## src/rtl/gpio_irq_pkg.sv

```systemverilog
package gpio_irq_pkg;
  localparam int ADDR_W = 6;
  localparam int LANE_W = 8;

  // lane index inside the interrupt-control word
  localparam int LN_RISE = 0;
  localparam int LN_FALL = 1;
  localparam int LN_DEB  = 2;
  localparam int LN_LVL  = 3;

  localparam logic [ADDR_W-1:0] OFF_DIR     = 6'h00;
  localparam logic [ADDR_W-1:0] OFF_DIR_OUT = 6'h04;
  localparam logic [ADDR_W-1:0] OFF_DIR_IN  = 6'h08;
  localparam logic [ADDR_W-1:0] OFF_PIN     = 6'h0C;
  localparam logic [ADDR_W-1:0] OFF_OUT_SET = 6'h10;
  localparam logic [ADDR_W-1:0] OFF_OUT_CLR = 6'h14;
  localparam logic [ADDR_W-1:0] OFF_CTL_SET = 6'h18;
  localparam logic [ADDR_W-1:0] OFF_CTL_CLR = 6'h1C;
  localparam logic [ADDR_W-1:0] OFF_ST_CLR  = 6'h20;
  localparam logic [ADDR_W-1:0] OFF_ST      = 6'h24;
endpackage

```

## src/rtl/gpio_sync.sv

```systemverilog
module gpio_sync #(
  parameter int W = 32
) (
  input  logic         clk,
  input  logic         rst,
  input  logic [W-1:0] din,
  output logic [W-1:0] dout
);
  logic [W-1:0] meta_q;

  always_ff @(posedge clk) begin
    if (rst) begin
      meta_q <= '0;
      dout   <= '0;
    end else begin
      meta_q <= din;
      dout   <= meta_q;
    end
  end
endmodule

```

## src/rtl/gpio_debounce.sv

```systemverilog
module gpio_debounce #(
  parameter int CYC = 16
) (
  input  logic clk,
  input  logic rst,
  input  logic din,
  output logic q
);
  localparam int CW = (CYC > 1) ? $clog2(CYC) : 1;
  localparam logic [CW-1:0] LAST = CW'(CYC - 1);

  logic [CW-1:0] cnt_q;

  // q follows din only after CYC consecutive samples that differ from q
  always_ff @(posedge clk) begin
    if (rst) begin
      cnt_q <= '0;
      q     <= 1'b0;
    end else if (din == q) begin
      cnt_q <= '0;
    end else if (cnt_q == LAST) begin
      cnt_q <= '0;
      q     <= din;
    end else begin
      cnt_q <= cnt_q + 1'b1;
    end
  end
endmodule

```

## src/rtl/gpio_irq_bank.sv

```systemverilog
module gpio_irq_bank
  import gpio_irq_pkg::*;
#(
  parameter int NPIN    = 32,
  parameter int DEB_CYC = 16
) (
  input  logic              clk,
  input  logic              rst,
  input  logic              bus_sel,
  input  logic              bus_wr,
  input  logic [ADDR_W-1:0] bus_addr,
  input  logic [NPIN-1:0]   bus_wdata,
  output logic [NPIN-1:0]   bus_rdata,
  input  logic [NPIN-1:0]   pin_in,
  output logic [NPIN-1:0]   pin_out,
  output logic [NPIN-1:0]   pin_oe,
  output logic              irq
);
  localparam int L = LANE_W;

  logic [NPIN-1:0] ctl_q;
  logic [L-1:0]    st_q;
  logic [NPIN-1:0] pv;
  logic [L-1:0]    filt;
  logic [L-1:0]    prv_q;

  logic wr_en, rd_en;
  assign wr_en = bus_sel & bus_wr;
  assign rd_en = bus_sel & ~bus_wr;

  gpio_sync #(.W(NPIN)) u_sync (
    .clk  (clk),
    .rst  (rst),
    .din  (pin_in),
    .dout (pv)
  );

  for (genvar g = 0; g < L; g++) begin : g_deb
    gpio_debounce #(.CYC(DEB_CYC)) u_deb (
      .clk (clk),
      .rst (rst),
      .din (pv[g]),
      .q   (filt[g])
    );
  end

  // lane decode
  logic [L-1:0] rise_en, fall_en, deb_en, lvl_en;
  assign rise_en = ctl_q[LN_RISE*L +: L];
  assign fall_en = ctl_q[LN_FALL*L +: L];
  assign deb_en  = ctl_q[LN_DEB*L  +: L];
  assign lvl_en  = ctl_q[LN_LVL*L  +: L];

  logic [L-1:0] det, ev_edge, ev_lvl, ev, clr, st_nxt;

  always_comb begin
    det     = (deb_en & filt) | (~deb_en & pv[L-1:0]);
    ev_edge = (rise_en & det & ~prv_q) | (fall_en & ~det & prv_q);
    ev_lvl  = (rise_en & det) | (fall_en & ~det);
    ev      = (lvl_en & ev_lvl) | (~lvl_en & ev_edge);
    clr     = (wr_en && bus_addr == OFF_ST_CLR) ? bus_wdata[L-1:0] : '0;
    st_nxt  = (st_q & ~clr) | ev;
  end

  always_ff @(posedge clk) begin
    if (rst) begin
      pin_oe    <= '0;
      pin_out   <= '0;
      ctl_q     <= '0;
      st_q      <= '0;
      prv_q     <= '0;
      irq       <= 1'b0;
      bus_rdata <= '0;
    end else begin
      prv_q <= det;
      st_q  <= st_nxt;
      irq   <= |st_nxt;
      if (wr_en) begin
        case (bus_addr)
          OFF_DIR_OUT: pin_oe  <= pin_oe  | bus_wdata;
          OFF_DIR_IN:  pin_oe  <= pin_oe  & ~bus_wdata;
          OFF_OUT_SET: pin_out <= pin_out | bus_wdata;
          OFF_OUT_CLR: pin_out <= pin_out & ~bus_wdata;
          OFF_CTL_SET: ctl_q   <= ctl_q   | bus_wdata;
          OFF_CTL_CLR: ctl_q   <= ctl_q   & ~bus_wdata;
          default: ;
        endcase
      end
      if (rd_en) begin
        case (bus_addr)
          OFF_DIR:     bus_rdata <= pin_oe;
          OFF_PIN:     bus_rdata <= pv;
          OFF_OUT_SET: bus_rdata <= pin_out;
          OFF_CTL_SET: bus_rdata <= ctl_q;
          OFF_ST:      bus_rdata <= {{(NPIN-L){1'b0}}, st_q};
          default:     bus_rdata <= '0;
        endcase
      end
    end
  end
endmodule

```

## config.mk

```make
export PLATFORM = sky130hd
export DESIGN_NAME = gpio_irq_bank
export DESIGN_NICKNAME = d
export VERILOG_FILES = /design/src/rtl/gpio_irq_pkg.sv /design/src/rtl/gpio_sync.sv /design/src/rtl/gpio_debounce.sv /design/src/rtl/gpio_irq_bank.sv
export SDC_FILE = /design/constraint.sdc
export NUM_CORES = 1
export LEC_CHECK = 0
export ABC_AREA = 0
export BUFFER_PORTS_ARGS = -buffer_cell sky130_fd_sc_hd__buf_4
export CAP_MARGIN = 0
export CORE_MARGIN = 5
export CORE_UTILIZATION = 58
export CTS_BUF_LIST = sky130_fd_sc_hd__clkbuf_8
export DETAILED_ROUTE_END_ITERATION = 10
export PLACE_DENSITY = 0.87
export RECOVER_POWER = 100
export SYNTH_ARGS = -nofsm -noshare
export SYNTH_HDL_FRONTEND = slang
export SYNTH_SLANG_ARGS = --single-unit
```

## constraint.sdc

```tcl
create_clock -name clk -period 3.6 [get_ports clk]
set_input_delay 0.72 -clock clk [delete_from_list [all_inputs] [get_ports clk]]
set_output_delay 0.72 -clock clk [all_outputs]
set_load 0.005 [all_outputs]
```

Yosys cells after proc, flatten, opt, wreduce, memory -nomap -nowiden --
Cells that the tools add are included.
Word-level totals: output and inout bits 97, register bits 249, bits of input ports 74, word-level logic and storage cells 125
Cells by class: equal/unequal tests 25, multiplexer cells 5, bitwise gates (word level) 37, add/subtract/negate cells 8, reductions and logical operators 25
Operators by type and width (number):
- one-hot mux 32 bit (2 select lines) | 3
- one-hot mux 32 bit (5 select lines) | 1
- bitwise AND 32 bit | 3
- OR 32 bit | 3
- bitwise AND 8 bit | 9
- inverter 8 bit | 5
- OR 8 bit | 5
- adder 4 x 1 -> 4 bit (second input constant) | 8
- equality test 4 bit (second input constant) | 8
- inverter 32 bit | 1
- equality test 6 x 5 -> 1 bit (second input constant) | 4
- OR reduction 3 bit | 8
- AND reduction 2 bit | 11
- equality test 6 x 4 -> 1 bit (second input constant) | 2
- equality test 6 bit (second input constant) | 2
- inverter 1 bit | 9
- equality test 1 bit | 8
- two-way mux 8 bit | 1
- OR reduction 8 bit | 1
- equality test 6 x 3 -> 1 bit (second input constant) | 1
- zero test 6 bit | 1
- nonzero test 2 bit | 3
- bitwise AND 1 bit | 2
- logical AND 1 bit | 1

Longest topological paths before layout --
Gate-level depths: netlist of run 1.
word-level depth 11, mapped depth 7, mapped depth without buffers 5

Hierarchy --
From an unflattened synthesis of run 1, not the netlist that was laid out.
Unflattened totals: cells, all modules 946, area total of the unflattened synthesis 9733.1 um2
By module, submodules not included:
- gpio_irq_bank | seq. area each 2902.8 um2, times used 1, area an instance 6223.5 um2, cells each 659
- gpio_sync | seq. area each 1281.2 um2, times used 1, area an instance 1918.1 um2, cells each 135
- gpio_debounce | seq. area each 100.1 um2, times used 8, area an instance 198.9 um2, cells each 19

Worst setup path before layout of run 1 --
Ideal clock, no wire load.
path type input-to-reg, from input bus_addr[2], to register bus_rdata[29], stages 7, path buffers 2, arrival 2.130 ns, required time 3.533 ns, library setup time 0.067 ns, setup slack 1.402 ns, path through buf_6 > or4_4 > nor3_4 > buf_4 > nand2_1 > a31o_1 > a21oi_2
Between the ends: cells in the longest elaborated chain, start to end 2, elaborated cells between the ends (all ways) 6, those cells by class eq/ne (4); mux (1); reduce/logical (1)
Ends and longest elaborated chain:
- start: declaration | RTL line gpio_irq_bank.sv:11 | input logic [ADDR_W-1:0] bus_addr,
- equality test 6 bit, or another cell as far along | RTL line gpio_irq_bank.sv:90 | case (bus_addr)
- one-hot mux 32 bit (5 select lines) (*) | RTL line gpio_irq_bank.sv:90
- end signal: assignment | RTL line gpio_irq_bank.sv:91 | OFF_DIR: bus_rdata <= pin_oe;
- end signal: assignment | RTL line gpio_irq_bank.sv:92 | OFF_PIN: bus_rdata <= pv;
- end signal: assignment | RTL line gpio_irq_bank.sv:93 | OFF_OUT_SET: bus_rdata <= pin_out;
- end: declaration | RTL line gpio_irq_bank.sv:13 | output logic [NPIN-1:0] bus_rdata,
Every way passes the cells marked *; elsewhere a longest branch is shown, timed or not. A chain may end at the register's enable or synchronous reset.

Final worst setup path of run 1 --
from input bus_addr[2], to register bus_rdata[12]
The elaborated chain is that of the path after synthesis.

==> results of run 1 <==
## logic make-up after synthesis
logic type               after synthesis  synth area share, %
AO/OA/AOI/OAI                        298                 22.4
AND/OR/NAND/NOR                      272                 14.5
flip-flops                           249                 52.3
buffers and inverters                 92                 4.35
XOR/XNOR                              29                 2.67
multiplexers                          25                 2.65
adder cells (fa/ha/maj)                8                 1.05
## worst min path at each step
stage,startpoint,end,slack (ns),cells past startpoint
6_report,pin_in[6],u_sync.meta_q[6],0.39,2
5_1_grt,pin_in[18],u_sync.meta_q[18],0.38,2
4_1_cts,pin_in[18],u_sync.meta_q[18],0.37,2
3_5_place_dp,u_sync.meta_q[19],u_sync.dout[19],0.42,1
3_3_place_gp,u_sync.meta_q[23],u_sync.dout[23],0.42,1
2_1_floorplan,u_sync.meta_q[0],u_sync.dout[0],0.41,1
## synthesized netlist by cell type, drive strengths merged
cell     number
a221oi        8
buf          32
a2bb2oi       2
clkbuf       43
ha            8
and4          1
o211ai        4
a211oi        8
xor2          8
nor2b        70
nor2         69
o221ai        4
inv          17
mux2i        23
xnor2        21
nor3          4
and3         14
o21ai         6
a31o         24
a222oi        8
nand2        83
and4b         2
a22oi        24
mux2          2
a41oi         1
or3b          1
a311oi       91
nor3b         1
a21oi       117
nand2b        2
o41ai         1
and2          1
or4           1
nor4b         1
or4b          1
nor4          3
or3           8
nand3        10
dfxtp       249
## report_power, final
group / switching (mW) / leakage, nW / internal (mW)
clock network: 1.09 / 0.479 / 1.46
logic: 0.156 / 1.78 / 0.114
registers: 0.0247 / 2.02 / 2.80
## through the flow
step                power, mW  worst slack (ns)
CTS                      5.68              1.33
detailed placement       3.16             0.772
global placement         3.15             0.830
floorplan                3.01              1.40
global route             5.84             0.619
finish                   5.64             0.718
## cell type report
cell class / count / area share, %
sequential: 249 / 42.6
inverter: 17 / 0.545
clock buffer: 49 / 5.76
timing repair buffer: 190 / 11.9
multi-input combinational: 632 / 35.3
tap: 216 / 2.31
clock inverter: 24 / 1.62
## per-layer routing
layer | up-vias | global-route usage [%]
met5 | - | 0
met1 | 3900 | 35.1
li1 | 3906 | -
met3 | 88 | 6.21
met2 | 500 | 41.2
met4 | 0 | 13.1
## worst max-delay path, delay by kind of cell
kind                   cells  cell delay, ns
AO/OA/AOI/OAI              3            0.64
buffers and inverters      2            1.05
AND/OR/NAND/NOR            2            0.89
==> results.yml, run 1 <==
setup_path:
  crit_arrival_ns: 3.31
  crit_path_end: "bus_rdata[12]"
  max_stage_delay_ns: 0.81
  crit_chain: "buf_4, or4b_4, nor2_8, clkbuf_1, a22oi_1, a31o_1, a21oi_1"
  r2r_slack_ns: 1.69
  critPathSlowestCell: "clkbuf_1"
  path_max_fanout: 36
  cp-startpoint: "bus_addr[2]"
  end_kind: "register"
  reg2reg_depth: 5
  crit_type: "input port to register"
  critPathLaunchType: "input port"
  reg2reg_to: "irq"
  crit_required_ns: 4.03
timing:
  setup_viol: 0
  rsz0062_at_grt: "no"
  period_minus_slack_ns: 2.88
  period_share_pct: 80.1
  tightest_slew_ns: 2.10
  hold_viol_final: 0
  maxSlewHeadroom_pct: -40.1
  holdWs_ns: 0.393
  max_freq_mhz: 347
  slew_viol_final: 100
  fin_skew_ns: 0.0136
  final.setup.tns_ns: 0
die:
  ios: 171
  rows: 46
  core_sq_um: 16000
  die_x_um: 138
  initial_core_util_pct: 59.5
  die_h_um: 138
  die-area_sq_um: 19100
clocking:
  postCtsSetupBuffers: 0
  cts.sinks: 249
  root_buffer: "clkbuf_8"
  cts_buffers: 41
  cts.repair.resized: 0
  cts_hold_buf: 0
  cts_tree: "done"
  clk_latency_ns: 0.53
  h-tree-depth: 2
  clkSlewWorstSetupHoldPaths_ns: 0.06
  cts_buffer_depth: 3
logic_synthesis:
  syn_avg_cell_area_sq_um: 9.79
  synth_largest_area_cell: "dfxtp_1"
  netlist_instances: 973
  ys_types: 50
  synth_seq_cells: 249
  yosysWarningCount: 0
  synth_top_area_share_pct: 52.3
  netlist_top_cells_area: "dfxtp_1 (52%), a311oi_1 (8.4%), a21oi_1 (6.1%), nor2b_1 (4.6%), nand2_1 (3.3%)"
  syn_nets: 1055
  yosysSeqAreaShare_pct: 52.3
  synth_area_sq_um: 9530
layout:
  layoutNonFillerInstCount: 1377
  fill_cells: 1160
  nNetsFinal: 1213
  final_common_cell: "dfxtp_1"
  syn_to_final_growth_pct: 22.9
  drive_gt1_share_pct: 21.4
  layout_common_cells: "dfxtp_1 (249), a21oi_1 (117), a311oi_1 (91), buf_4 (86), clkbuf_4 (85)"
  num_antenna_cells: 0
  fin_area_sq_um: 11700
  final_core_util_pct: 73.2
  multi_input_area_sq_um: 4130
  seqCellArea_sq_um: 4980
global_route:
  overflow: 0
  grt_max_degree: 101
  grt_pass1_wl_mm: 42.4
  first_global_vias: 8157
  grt_usage_pct: 26.6
  antenna_found_initial: 0
routing:
  routedWlPerCell_um: 19.0
  vias: 8394
  vias_per_cell: 6.10
  initialDrtViolationCount: 922
  met2_wirelength_mm: 11.8
  highest_layer: "met4"
  wl_met1_mm: 10.5
  drc: 0
  ant_nets: 0
  routed_wl_mm: 26.1
  first_pass_iters: 6
  met3WireLength_mm: 2.74
placed_design:
  place.port_buffers: 170
  placed_cell_area_sq_um: 10900
  gp_congestion: 0.902
  dp.cells: 1304
  place_hpwl_mm: 17.6
flow_run:
  maxCapViolations: 1
power_and_ir_drop:
  power_density_nw_per_um2: 482
  leakage_nw: 4.28
  irDropWorstVdd_uv: 295
min_path:
  hold_path.class: "input port to register"
status:
  violations: "max-capacitance violations, max-slew violations"
  status: "complete, but fails checks"
Note: power is estimated with default switching activity, not from simulation.
==> run 2: changes to the inputs <==
==> constraint.sdc (replaced) <==
create_clock -name clk -period 3 [get_ports clk]
set_input_delay 0.6 -clock clk [delete_from_list [all_inputs] [get_ports clk]]
set_output_delay 0.6 -clock clk [all_outputs]
set_load 0.005 [all_outputs]
==> results.yml, run 2 (synthesis gave the netlist of run 1 again) <==
status:
  status: "complete, but fails checks"
  violations: "max-capacitance violations, max-slew violations"
setup_path:
  crit_arrival_ns: 2.87
  critPathSlowestCell: "or4b_1"
  crit_type: "input port to register"
  path_max_fanout: 36
  end_kind: "register"
  crit_required_ns: 3.43
  critPathLaunchType: "input port"
  max_stage_delay_ns: 0.68
  crit_chain: "buf_4, or4b_1, nor2_8, clkbuf_2, a22oi_1, a31o_1, a21oi_1"
power_and_ir_drop:
  power_density_nw_per_um2: 557
  leakage_nw: 4.26
  combinationalPowerShare_pct: 5.0
  p_sw_mw: 1.47
  irDropWorstVdd_uv: 334
  power_mw: 6.50
  p_int_mw: 5.03
  seqPwrFrac_pct: 52.2
  clkPwrFrac_pct: 42.7
  sw_frac_of_total_pct: 22.6
placed_design:
  place.port_buffers: 170
  place_hpwl_mm: 17.8
  dp.cells: 1308
  gp_congestion: 0.929
  place_ws_ns: 0.352
  placed_cell_area_sq_um: 11000
global_route:
  first_global_vias: 7947
  grt_max_degree: 94
  grt_pass1_wl_mm: 41.5
  antenna_found_initial: 0
  overflow: 0
  grt_usage_pct: 25.9
timing:
  tightest_slew_ns: 1.93
  final.setup.tns_ns: 0
  slew_viol_final: 92
  rsz0062_at_grt: "no"
  period_share_pct: 81.3
  holdWs_ns: 0.279
  maxSlewHeadroom_pct: -28.9
  setup_ws_ns: 0.560
  fin_skew_ns: 0.0101
  max_freq_mhz: 410
  hold_viol_final: 0
  setup_viol: 0
  period_minus_slack_ns: 2.44
clocking:
  cts.sinks: 249
  cts_tree: "done"
  h-tree-depth: 2
  root_buffer: "clkbuf_8"
  cts_buffers: 39
  cts_hold_buf: 0
  clk_latency_ns: 0.53
  cts_buffer_depth: 3
  clkSlewWorstSetupHoldPaths_ns: 0.06
  cts.repair.resized: 0
  postCtsSetupBuffers: 0
routing:
  first_pass_iters: 6
  vias_per_cell: 6.08
  drc: 0
  ant_nets: 0
  routedWlPerCell_um: 19.1
  initialDrtViolationCount: 871
  routed_wl_mm: 26.2
  vias: 8353
die:
  core_sq_um: 16000
  ios: 171
  die_h_um: 138
  die_x_um: 138
  rows: 46
  initial_core_util_pct: 59.5
  die-area_sq_um: 19100
layout:
  num_antenna_cells: 0
  final_common_cell: "dfxtp_1"
  drive_gt1_share_pct: 21.2
  nNetsFinal: 1215
  syn_to_final_growth_pct: 22.4
  layout_common_cells: "dfxtp_1 (249), a21oi_1 (116), a311oi_1 (91), buf_4 (87), clkbuf_4 (86)"
  layoutNonFillerInstCount: 1373
  final_core_util_pct: 72.9
  fin_area_sq_um: 11700
min_path:
  hold_path.class: "input port to register"
flow_run:
  maxCapViolations: 1
-- run 2: cell types whose count changed in the layout (fill, tap and decap cells not counted), sizes merged --
cell      before  now
clkinvlp       4    1
inv           29   30
clkinv         5    2
bufinv         3    1
buf           89   92
-- run 2: worst max-delay path, delay by kind of cell --
family / cells / cell delay, ns
simple gates: 2 / 0.83
buf+inv: 2 / 0.85
compound gates: 3 / 0.58
-- run 2: routing by layer --
metal  vias up  wire length, um  GRT usage [%]
met1      3903            10400           33.7
met5         -                0              0
met3        66             2520           5.90
li1       3901                -              -
met2       483            12400           41.8
met4         0              859           11.0
-- run 2: path summary, 6_finish.rpt --
| check | startpoint | end | slack [ns] | depth (start not counted) |
|---|---|---|---|---|
| worst min-delay path | pin_in[8] | u_sync.meta_q[8] | 0.28 | 2 |
| worst max register to register | register | irq | 1.15 | 5 |
| worst min register to register | u_sync.meta_q[19] | u_sync.dout[19] | 0.43 | 1 |
| worst max-delay path | bus_addr[2] | bus_rdata[11] | 0.56 | 7 |
-- run 2: area by class of cell --
class / count / area, sq um
Sequential cell: 249 / 4980
Fill cell: 1182 / 4340
Clock buffer: 48 / 661
Clock inverter: 17 / 101
Multi-Input combinational cell: 632 / 4130
Inverter: 17 / 63.8
Tap cell: 216 / 270
Timing Repair Buffer: 194 / 1450
-- run 2: power by group through the flow --
stage	Combinational (mW)	Clock (mW)	Sequential, mW
finish	0.328	2.78	3.39
global route	0.351	2.98	3.40
CTS	0.327	2.82	3.39
detailed placement	0.324	0	3.47
global placement	0.318	0	3.46
floorplan	0.153	0	3.46
==> run 3: changes to the inputs <==
--- a/config.mk
+++ b/config.mk
@@ -5,7 +5,7 @@
 export SDC_FILE = /design/constraint.sdc
 export NUM_CORES = 1
 export LEC_CHECK = 0
-export ABC_AREA = 0
+export ABC_AREA = 1
 export BUFFER_PORTS_ARGS = -buffer_cell sky130_fd_sc_hd__buf_4
 export CAP_MARGIN = 0
 export CORE_MARGIN = 5
==> constraint.sdc (replaced) <==
create_clock -name clk -period 2.26 [get_ports clk]
set_input_delay 0.452 -clock clk [delete_from_list [all_inputs] [get_ports clk]]
set_output_delay 0.452 -clock clk [all_outputs]
set_load 0.005 [all_outputs]
==> results.yml, run 3 <==
clocking:
  clkSlewWorstSetupHoldPaths_ns: 0.06
  clk_latency_ns: 0.54
  h-tree-depth: 2
  cts_hold_buf: 0
  cts_buffers: 39
  root_buffer: "clkbuf_8"
  cts.sinks: 249
  cts_buffer_depth: 3
  postCtsSetupBuffers: 0
  cts.repair.resized: 0
  cts_tree: "done"
timing:
  slew_viol_final: 0
  maxSlewHeadroom_pct: 42.9
  tightest_slew_ns: 0.857
  holdWs_ns: 0.107
  period_share_pct: 80.9
  rsz0062_at_grt: "no"
  hold_viol_final: 0
  fin_skew_ns: 0.0279
  period_minus_slack_ns: 1.83
  setup_viol: 0
  setup_ws_ns: 0.431
  max_freq_mhz: 547
  final.setup.tns_ns: 0
layout:
  final_common_cell: "dfxtp_1"
  syn_to_final_growth_pct: 20.8
  final_core_util_pct: 70.6
  num_antenna_cells: 0
  drive_gt1_share_pct: 16.1
  nNetsFinal: 1579
  layoutNonFillerInstCount: 1743
  fin_area_sq_um: 12000
  layout_common_cells: "dfxtp_1 (249), nand2_1 (224), nor2_1 (190), inv_1 (166), a21oi_1 (159)"
power_and_ir_drop:
  irDropWorstVdd_uv: 479
  power_density_nw_per_um2: 717
  power_mw: 8.63
  leakage_nw: 5.26
routing:
  routed_wl_mm: 28.1
  initialDrtViolationCount: 949
  vias_per_cell: 5.46
  drc: 0
  first_pass_iters: 8
  vias: 9524
  routedWlPerCell_um: 16.1
  ant_nets: 0
logic_synthesis:
  synth_top_area_share_pct: 50.0
  yosysWarningCount: 0
  ys_async_sr_fraction_pct: 0
  synth_seq_cells: 249
  synth_ff_type: "dfxtp_1"
  netlist_instances: 1328
  synth_enable_flop_cells: 0
  ys_types: 34
  yosysMostFrequentCell: "dfxtp_1"
  synth_area_sq_um: 9970
  syn_nets: 1410
  netlist_top_cells_area: "dfxtp_1 (50%), nand2_1 (8.4%), a21oi_1 (8.0%), nor2_1 (7.2%), inv_1 (5.9%)"
  synth_largest_area_cell: "dfxtp_1"
  yosysSeqAreaShare_pct: 50.0
  synth_commonest_cells: "dfxtp_1 (249), nand2_1 (222), nor2_1 (192), a21oi_1 (159), inv_1 (158)"
  syn_avg_cell_area_sq_um: 7.51
placed_design:
  dp.cells: 1681
  place.port_buffers: 170
  placed_cell_area_sq_um: 11400
  gp_congestion: 0.980
  place_ws_ns: 0.210
  place_hpwl_mm: 18.8
die:
  ios: 171
  die_h_um: 141
  rows: 48
  initial_core_util_pct: 58.4
  core_sq_um: 17100
  die_x_um: 141
  die-area_sq_um: 19900
min_path:
  hold_path.class: "input port to register"
  whs_path_depth: 3
  min-delay-start: "pin_in[17]"
  min_to: "u_sync.meta_q[17]"
setup_path:
  path_max_fanout: 32
  crit_type: "input port to register"
  crit_required_ns: 2.63
  reg2reg_to: "irq"
  end_kind: "register"
  crit_chain: "buf_4, inv_6, nand2_4, nor2_8, nand2_1, nand2_1, nand2_4, clkbuf_2, o21ai_0, a21oi_1"
  max_stage_delay_ns: 0.47
  critPathSlowestCell: "clkbuf_2"
  crit_arrival_ns: 2.20
  crit_family: "buffers and inverters"
  r2r_slack_ns: 0.69
  reg2reg_depth: 8
  crit_buf_inv: 3
  critPathLaunchType: "input port"
global_route:
  grt_max_degree: 173
  antenna_found_initial: 0
  grt_pass1_wl_mm: 45.4
  overflow: 0
  first_global_vias: 9295
  grt_usage_pct: 27.9
flow_run:
  maxCapViolations: 0
status:
  status: "finished, final reports clean"
==> run 3: changes by cell type in the layout (fill, tap and decap cells not counted), sizes merged, moves of 42 or more <==
cell and change:
nor2b -70, inv +141, a21oi +42, nand2 +144
nand3 +43, nor2 +130, o21ai +114, a311oi -91
==> run 3: layout make-up <==
class / instances / area [sq um]
multi-input combinational: 852 / 4050
clock inverter: 12 / 51.3
inverter: 165 / 626
clock buffer: 50 / 688
sequential: 249 / 4980
tap: 225 / 282
fill: 1387 / 5020
timing repair buffer: 190 / 1360
==> run 3: worst max-delay path by stage <==
stage                 start             to  cells past startpoint
5_1_grt         bus_addr[0]       register                     11
3_5_place_dp    bus_addr[0]  bus_rdata[11]                     10
6_report        bus_addr[2]       register                     10
2_1_floorplan   bus_addr[2]       register                     10
4_1_cts        bus_rdata[4]   bus_rdata[4]                      1
3_3_place_gp    bus_addr[0]  bus_rdata[11]                     10
==> run 3: power breakdown <==
| part | switching, mW | internal (mW) |
|---|---|---|
| Sequential | 0.0439 | 4.48 |
| Clock | 1.66 | 1.96 |
| Combinational | 0.301 | 0.182 |
==> run 3: worst min-delay path, delay by kind of cell <==
| kind | cells | cell delay (ns) |
|---|---|---|
| AND/OR/NAND/NOR | 1 | 0.06 |
| buffers and inverters | 2 | 0.10 |
==> run 3: cell families (layout without fill, tap and decap cells) <==
logic type,Yosys count,after routing,synth area share [%]
compound gates,320,320,17.1
xor+xnor,8,8,0.703
fa+ha+maj,8,8,1.00
buf+inv,227,417,9.40
flops,249,249,50.0
simple gates,516,516,21.8
==> run 3: layer usage <==
metal | routed length, um | up-vias | share of wire, % | GRT usage, %
met4 | 896 | 0 | 3.2 | 12.3
met5 | 0 | - | 0 | 0
met3 | 3000 | 86 | 11 | 6.45
met1 | 11100 | 4330 | 40 | 35.6
met2 | 13100 | 511 | 47 | 45.1
li1 | - | 4597 | - | -
